<file path="config.mk">
export PLATFORM = sky130hd
export DESIGN_NAME = cxl_eval
export DESIGN_NICKNAME = d
export VERILOG_FILES = /design/src/rtl/cxl_pkg.sv /design/src/rtl/cxl_step.sv /design/src/rtl/cxl_ctrl.sv /design/src/rtl/cxl_eval.sv
export SDC_FILE = /design/constraint.sdc
export NUM_CORES = 1
export LEC_CHECK = 0
export ABC_AREA = 1
export CAP_MARGIN = 20
export CORE_AREA = 3 3 40 42
export DETAILED_ROUTE_END_ITERATION = 7
export DIE_AREA = 0 0 43 45
export SLEW_MARGIN = 20
export SYNTH_ARGS = -nofsm -noshare
export SYNTH_HDL_FRONTEND = slang
export SYNTH_SLANG_ARGS = --single-unit
</file>
<file path="constraint.sdc">
create_clock -name clk -period 1.3 [get_ports clk]
set_input_delay 0.26 -clock clk [delete_from_list [all_inputs] [get_ports clk]]
set_output_delay 0.26 -clock clk [all_outputs]
set_load 0.05 [all_outputs]
</file>
<file path="src/rtl/cxl_pkg.sv">
package cxl_pkg;

    // Rail pair: one=1 proves logic 1, zero=1 proves logic 0
    typedef struct packed {
        logic one;
        logic zero;
    } dual_t;

    localparam dual_t DR_UNKNOWN = '{one: 1'b0, zero: 1'b0};

    // A plain binary input is always fully known
    function automatic dual_t dr_from_bit(input logic b);
        dual_t d;
        d.one  = b;
        d.zero = ~b;
        return d;
    endfunction

    // Constructive a AND NOT b on rail pairs
    function automatic dual_t dr_and_not(input dual_t a, input dual_t b);
        dual_t d;
        d.one  = a.one & b.zero;
        d.zero = a.zero | b.one;
        return d;
    endfunction

    function automatic logic dr_known(input dual_t d);
        return d.one | d.zero;
    endfunction

endpackage

</file>
<file path="src/rtl/cxl_step.sv">
module cxl_step
    import cxl_pkg::*;
(
    input  dual_t [1:0] cur,
    input  logic  [1:0] lit,
    output dual_t [1:0] nxt,
    output logic        changed
);

    // Node k is driven by its own input and by the other node
    for (genvar k = 0; k < 2; k++) begin : g_node
        assign nxt[k] = dr_and_not(dr_from_bit(lit[k]), cur[1-k]);
    end

    assign changed = (nxt != cur);

endmodule

</file>
<file path="src/rtl/cxl_ctrl.sv">
module cxl_ctrl #(
    parameter int STEP_LIMIT = 3
) (
    input  logic clk,
    input  logic rst,
    input  logic start,
    input  logic changed,
    output logic busy,
    output logic finish
);

    localparam int CW = $clog2(STEP_LIMIT + 1);

    logic          busy_q;
    logic [CW-1:0] cnt_q;

    assign busy   = busy_q;
    assign finish = busy_q && !start &&
                    (!changed || cnt_q == CW'(STEP_LIMIT - 1));

    always_ff @(posedge clk) begin
        if (rst) begin
            busy_q <= 1'b0;
            cnt_q  <= '0;
        end else if (start) begin
            busy_q <= 1'b1;
            cnt_q  <= '0;
        end else if (finish) begin
            busy_q <= 1'b0;
        end else if (busy_q) begin
            cnt_q  <= cnt_q + 1'b1;
        end
    end

    AST_STEP_BOUND: assert property (@(posedge clk) disable iff (rst)
        busy_q |-> (cnt_q < CW'(STEP_LIMIT)));

endmodule

</file>
<file path="src/rtl/cxl_eval.sv">
module cxl_eval
    import cxl_pkg::*;
#(
    parameter int STEP_LIMIT = 3
) (
    input  logic       clk,
    input  logic       rst,
    input  logic       start,
    input  logic       in_i,
    input  logic       in_j,
    output logic [1:0] x_rail,
    output logic [1:0] y_rail,
    output logic       done,
    output logic       non_constructive
);

    dual_t [1:0] state_q;   // [0]=X, [1]=Y
    dual_t [1:0] nxt;
    logic  [1:0] lit_q;     // [0]=I, [1]=J
    logic        changed;
    logic        busy;
    logic        finish;
    logic        done_q;
    logic        nc_q;

    cxl_step u_step (
        .cur     (state_q),
        .lit     (lit_q),
        .nxt     (nxt),
        .changed (changed)
    );

    cxl_ctrl #(.STEP_LIMIT(STEP_LIMIT)) u_ctrl (
        .clk     (clk),
        .rst     (rst),
        .start   (start),
        .changed (changed),
        .busy    (busy),
        .finish  (finish)
    );

    always_ff @(posedge clk) begin
        if (rst) begin
            state_q <= {DR_UNKNOWN, DR_UNKNOWN};
            lit_q   <= '0;
            done_q  <= 1'b0;
            nc_q    <= 1'b0;
        end else begin
            done_q <= finish;
            if (start) begin
                state_q <= {DR_UNKNOWN, DR_UNKNOWN};
                lit_q   <= {in_j, in_i};
                nc_q    <= 1'b0;
            end else if (busy) begin
                state_q <= nxt;
                if (finish)
                    nc_q <= !(dr_known(nxt[0]) && dr_known(nxt[1]));
            end
        end
    end

    assign x_rail           = state_q[0];
    assign y_rail           = state_q[1];
    assign done             = done_q;
    assign non_constructive = nc_q;

    AST_RAIL_EXCL_X: assert property (@(posedge clk) disable iff (rst)
        !(state_q[0].one && state_q[0].zero));
    AST_RAIL_EXCL_Y: assert property (@(posedge clk) disable iff (rst)
        !(state_q[1].one && state_q[1].zero));
    AST_MONOTONE: assert property (@(posedge clk) disable iff (rst)
        !start |=> ((state_q & $past(state_q)) == $past(state_q)));
    AST_START_CLEARS: assert property (@(posedge clk) disable iff (rst)
        start |=> (x_rail == 2'b00 && y_rail == 2'b00 && !non_constructive));
    AST_DONE_PULSE: assert property (@(posedge clk) disable iff (rst)
        done |=> !done);
    AST_NC_UNRESOLVED: assert property (@(posedge clk) disable iff (rst)
        (done && non_constructive) |-> (x_rail == 2'b00 && y_rail == 2'b00));

endmodule

</file>
### Word-level counts from Yosys, hierarchy flattened

Cells that the tools add are included.

| operators by class | value |
|---|---|
| equality and inequality tests | 2 |
| add/subtract/negate cells | 1 |
| reductions and logical operators | 11 |
| mux-type cells | 2 |
| bitwise operators | 9 |

Operator list:

| operator | number |
|---|---|
| $ne 4x4->1 | 1 |
| $or 1x1->1 | 4 |
| $reduce_and 2->1 | 2 |
| $logic_and 1x1->1 | 3 |
| $logic_not 1->1 | 3 |
| $not 1->1 | 3 |
| $add 2x1->2 const B | 1 |
| $and 1x1->1 | 2 |
| $eq 2x2->1 const B | 1 |
| $mux 1 | 2 |
| $reduce_bool 2->1 | 1 |
| $reduce_or 2->1 | 1 |
| $logic_or 1x1->1 | 1 |

| word-level totals | value |
|---|---|
| word-level logic and storage cells | 34 |
| input bits | 5 |
| output and inout bits | 6 |
| bits in registers | 11 |

### Logic depth before layout (Yosys ltp)

| depth | value |
|---|---|
| depth in word-level cells | 8 |
| mapped depth | 11 |
| gate-level depth less buffers | 11 |

### Cells and area by module

From an unflattened synthesis, not the netlist that was laid out.

| second synthesis, totals | value |
|---|---|
| cell total of the unflattened synthesis | 92 |
| area, all modules | 573.0 um^2 |

By module, submodules not included:

| module | seq. area each (um^2) | area each (um^2) | cells an instance | times used |
|---|---|---|---|---|
| cxl_eval | 160.2 | 304.0 | 41 | 1 |
| cxl_ctrl | 60.1 | 170.2 | 26 | 1 |
| cxl_step | 0.0 | 98.8 | 25 | 1 |

### Worst setup path before layout

No wires, ideal clock.

| timing path | value |
|---|---|
| path type | register to register |
| from | register state_q (netlist bit y_rail[0]) |
| to | register u_ctrl.cnt_q[0] |
| clock period less this slack | 1,515 ps |
| stages on the path, launching flop included | 10 |
| setup time | 115 ps |
| slack | -215 ps |
| required time | 1,185 ps |
| path buffers | 0 |
| arrival time | 1,400 ps |
| cells stage by stage | dfxtp_1 nand2_1 nand2_1 nand2_1 nor2_1 nand2_1 nand2_2 nand2_4 a21oi_1 nor2_1 |

| between the ends | value |
|---|---|
| word-level cells in the longest chain between the ends | 7 |

Ends and longest elaborated chain:

| element | line | text |
|---|---|---|
| start, declared | cxl_eval.sv:17 | `dual_t [1:0] state_q;` |
| start signal, assigned | cxl_eval.sv:44 | `state_q <= {DR_UNKNOWN, DR_UNKNOWN};` |
| start signal, assigned | cxl_eval.sv:51 | `state_q <= {DR_UNKNOWN, DR_UNKNOWN};` |
| start signal, assigned | cxl_eval.sv:55 | `state_q <= nxt;` |
| $and 1x1->1 | cxl_pkg.sv:22 | `d.one = a.one & b.zero;` |
| $ne 4x4->1 * | cxl_step.sv:15 | `assign changed = (nxt != cur);` |
| $logic_not 1->1 * | cxl_ctrl.sv:19 | `(!changed \|\| cnt_q == CW'(STEP_LIMIT - 1));` |
| $logic_or 1x1->1 * | cxl_ctrl.sv:19 |  |
| $logic_and 1x1->1 * | cxl_ctrl.sv:18 | `assign finish = busy_q && !start &&` |
| $not 1->1 (no line) * | -- |  |
| $reduce_and 2->1 (no line) * | -- |  |
| end signal, assigned | cxl_ctrl.sv:31 | `cnt_q <= cnt_q + 1'b1;` |
| end, declared | cxl_ctrl.sv:15 | `logic [CW-1:0] cnt_q;` |

Mark *: on every way between the ends. The rest lies on a longest branch, timed or not.
A chain may end at the register's enable or synchronous reset.

### Final worst setup path

| timing path | value |
|---|---|
| from | register state_q (netlist bit y_rail[1]) |
| to | register u_ctrl.cnt_q[0] |

| between the ends | value |
|---|---|
| word-level cells in the longest chain between the ends | 7 |

Ends and longest elaborated chain:

| element | line | text |
|---|---|---|
| $or 1x1->1 | cxl_pkg.sv:23 | `d.zero = a.zero \| b.one;` |
| $ne 4x4->1 * | cxl_step.sv:15 |  |
| $logic_not 1->1 * | cxl_ctrl.sv:19 |  |
| $logic_or 1x1->1 * | cxl_ctrl.sv:19 |  |
| $logic_and 1x1->1 * | cxl_ctrl.sv:18 |  |
| $not 1->1 (no line) * | -- |  |
| $reduce_and 2->1 (no line) * | -- |  |

Marks and branches as above.

==> summary by stage <==
Status
The flow ran to the end, and the final reports show no timing, DRC or antenna violations.

Die
The floorplan step defined a core boundary enclosing 1280 sq um. Pin placement for this block handled 11 I/O pins. The die is 45 um tall. For this configuration, the core starts out at a cell density of 0.401.

The floorplan step defined a die boundary enclosing 1940 sq um. The number of placement rows is 13. From left edge to right edge, the die measures 43 um.

Layout
Measured on the finished design, the core utilization comes to 0.642. The area growth from synthesis to layout is 60.0%. Summing all flip-flop and latch instances after layout gives 240 sq um.

The number of antenna diodes in the final layout is 0. In the final design database the tool counted 102 nets. The design area is 825 sq um. The proportion of layout cells with a drive suffix above 1 is 0.358. The filler cells instantiated in the layout total 113.

Summing all multi-input logic gate instances after layout gives 277 sq um.

Yosys
The cell taking the most area after synthesis is sky130_fd_sc_hd__dfxtp_1. Synthesis produced 73 cells. The number of distinct library cell variants in the gate-level netlist after synthesis is 16.

The share of synthesized area in the top cell type comes to 0.427. The flip-flop and latch count after synthesis is 11. When the netlist entered floorplanning its net count stood at 79. The synthesized cell area is 515 sq um. The sequential-to-total area share from yosys stat is 0.427. Each instance of the synthesized netlist takes up on average 7.06 sq um. Yosys attributes the largest share of cell area to sky130_fd_sc_hd__dfxtp_1, sky130_fd_sc_hd__nand2_1, sky130_fd_sc_hd__a21oi_1. The total number of yosys warnings is 0.

Timing
The final-report max-slew violation count was 0. The worst max-slew margin expressed relative to the limit is 0.847. The pin slew with the least headroom to its limit is 0.230 ns.

Setup repair after global routing could not meet its margin everywhere. The maximum clock skew at final layout is 0.00741 ns. Derived from the worst setup path, the maximum achievable clock frequency is 0.819 GHz.

The count of endpoints failing hold in the final timing report is 0. Setup violations remaining at the end of the flow were counted as 0. Of the available clock period, the critical path in the final layout requires 0.939. For the final routed database, the setup TNS stands at 0 ns. The worst path in the final design needs a cycle of 1.22 ns, including I/O delays and setup. The worst setup slack after layout is 0.0792 ns.

Drt
In the routed design, unresolved DRC markers number 0. The number of vias per cell is 5.11. The first detailed-routing pass ran for 6 iterations. The via count is 562. The number of routed nets with antenna violations is 0. Dividing the detail-routed wire length by the instance count gives 10.7 um. The first-iteration detailed-routing DRC count is 12.

The detailed-route wire length is 1.17 mm.

Critical path
Traced cell by cell, the critical path runs through inv_4, nand2_1, nand2_1, nand2_1, nor2_1, nand2_1, nand2_2, nand2_4, a21oi_2, nor2_1. In this run the worst path has a maximum fanout of 7. The cell family contributing the most delay on the critical path is simple AND/OR/NAND/NOR gates.

Data on the critical path is required at its endpoint by 1.46 ns. The critical path is of the reg2reg type. The count of buffer and inverter cells on the critical path is 1. The cell seen most often among critical-path stages is sky130_fd_sc_hd__nand2_1. The nature of the critical path startpoint is a flip-flop.

The delay of the slowest cell on the worst path is 0.37 ns. The signal arrival time at the worst endpoint is 1.38 ns. The kind of capture point of the worst setup path is a flip-flop.

The slowest stage of the critical path belongs to the cell sky130_fd_sc_hd__dfxtp_4.

Clock network
TritonCTS built the clock tree. The number of H-tree levels is 1. The tree is rooted in a sky130_fd_sc_hd__clkbuf_4.

The number of sinks driven by the clock tree is 11. Clock-pin slew was measured on the worst setup and hold paths at 0.07 ns. The insertion delay to the later sink of the worst-skew pair is 0.27 ns. Counting along the longest clock path gives a buffer depth of 2. TritonCTS created 3 clock buffers.

Global route
The global route total overflow is 0. The number of global-route vias before repair was 415. The number of antenna violations at the first check in global routing came to 0. The overall routing resource usage is 0.128. The wire length of the first global-routing pass is 1.70 mm. The pin count of the biggest net entering global routing is 14.

Power and ir drop
The completed layout was analyzed and its total power is 0.742 mW. Power spread over the standard cell area amounts to 899 nW/um^2. The worst ir drop on vdd is 0.000553 V. In this run the static leakage power is 0.353 nW.

Placement
Detailed placement ended at an HPWL of 842 um. The pre-CTS worst setup slack is -0.0603 ns. After detailed placement, the total cell area comes to 733 sq um.

In this run the tool buffered the top-level ports with 10 buffer cells. The congestion estimate from routability-driven global placement came to 0.719.

Job
The tool flagged a number of max-cap violations equal to 0.

Min path
The worst hold path belongs to the class reg2reg.
[area by class of cell]
| class | instances | share of cell area |
|---|---|---|
| clock buffer | 4 | 0.0319 |
| multi-input combinational | 53 | 0.335 |
| tap | 15 | 0.0228 |
| sequential | 11 | 0.291 |
| timing repair buffer | 19 | 0.276 |
| inverter | 8 | 0.0425 |
[logic make-up (layout without fill, tap and decap cells)]
kind of cell    after synthesis  after routing  synth area share
fa+ha+maj                     1              1            0.0243
compound gates               15             15             0.158
simple gates                 37             37             0.325
flops                        11             11             0.427
buf+inv                       9             31            0.0655
[layout by cell type, fill, tap and decap left out, types with 2 or more instances in the layout]
cell / instances
sky130_fd_sc_hd__o21ai_0: 4
sky130_fd_sc_hd__clkbuf_4: 3
sky130_fd_sc_hd__buf_12: 6
sky130_fd_sc_hd__inv_4: 2
sky130_fd_sc_hd__dfxtp_1: 5
sky130_fd_sc_hd__inv_1: 6
sky130_fd_sc_hd__nand3_1: 6
sky130_fd_sc_hd__a31oi_1: 2
sky130_fd_sc_hd__nor2_1: 4
sky130_fd_sc_hd__nor2_2: 2
sky130_fd_sc_hd__clkdlybuf4s50_1: 4
sky130_fd_sc_hd__dfxtp_4: 5
sky130_fd_sc_hd__a21oi_2: 2
sky130_fd_sc_hd__a21oi_1: 5
sky130_fd_sc_hd__buf_4: 9
sky130_fd_sc_hd__nand2_1: 21
[path summary, 6_finish.rpt]
path,from,to,slack [ns],depth (start not counted)
max,y_rail[1]$_SDFFE_PP0P_,u_ctrl.cnt_q[0]$_SDFFE_PP0P_,0.08,10
min,u_ctrl.cnt_q[1]$_SDFFE_PP0P_,u_ctrl.cnt_q[1]$_SDFFE_PP0P_,0.48,2
max reg2reg,y_rail[1]$_SDFFE_PP0P_,u_ctrl.cnt_q[0]$_SDFFE_PP0P_,0.08,10
min reg2reg,u_ctrl.cnt_q[1]$_SDFFE_PP0P_,u_ctrl.cnt_q[1]$_SDFFE_PP0P_,0.48,2
[report_power, final]
part	internal (mW)	switching, mW	leakage [nW]
Sequential	0.346	0.0172	0.0939
Combinational	0.0722	0.0750	0.245
Clock	0.119	0.112	0.0150
[flip-flops by register name (all words and copies together) (netlist names)]
name,cells
done,1
non_constructive,1
lit_q,2
y_rail,2
x_rail,2
u_ctrl.busy,1
u_ctrl.cnt_q,2
[layer usage]
layer | vias up | part of all wire | global-route usage
li1 | 289 | - | -
met1 | 248 | 0.40 | 0.141
met2 | 20 | 0.51 | 0.192
met3 | 5 | 0.054 | 0.0398
met4 | 0 | 0.033 | 0.127
met5 | - | 0 | 0
[tightest hold or removal path, cell delays in order (launching register included)]
cell	delay (ns)
sky130_fd_sc_hd__dfxtp_1	0.35
sky130_fd_sc_hd__a21oi_2	0.04
sky130_fd_sc_hd__nor2_1	0.07
[stage by stage]
stage,std cells,hold slack [ns]
after floorplan,73,0.329
after global placement,102,0.480
after detailed placement,102,0.479
after CTS,106,0.497
after global routing,110,0.509
final,110,0.484
[Yosys cell counts]
master / instances
sky130_fd_sc_hd__nand2_1: 21
sky130_fd_sc_hd__dfxtp_1: 11
sky130_fd_sc_hd__inv_1: 8
sky130_fd_sc_hd__a21oi_1: 7
sky130_fd_sc_hd__nand3_1: 7
sky130_fd_sc_hd__nor2_1: 5
sky130_fd_sc_hd__o21ai_0: 4
sky130_fd_sc_hd__a31oi_1: 2
sky130_fd_sc_hd__a21boi_1: 1
sky130_fd_sc_hd__clkbuf_1: 1
sky130_fd_sc_hd__ha_1: 1
sky130_fd_sc_hd__nand2_2: 1
sky130_fd_sc_hd__nand2_4: 1
sky130_fd_sc_hd__nor2_2: 1
sky130_fd_sc_hd__nor2_4: 1
sky130_fd_sc_hd__o22ai_1: 1
[timing repair]
| item | in CTS | in global routing |
|---|---|---|
| resized for setup | 0 | 15 |
| setup buffers | 0 | 4 |
| setup endpoints to repair | 0 | 5 |
| hold buffers | 0 | 0 |
No activity file was read; power rests on OpenSTA's default activity.
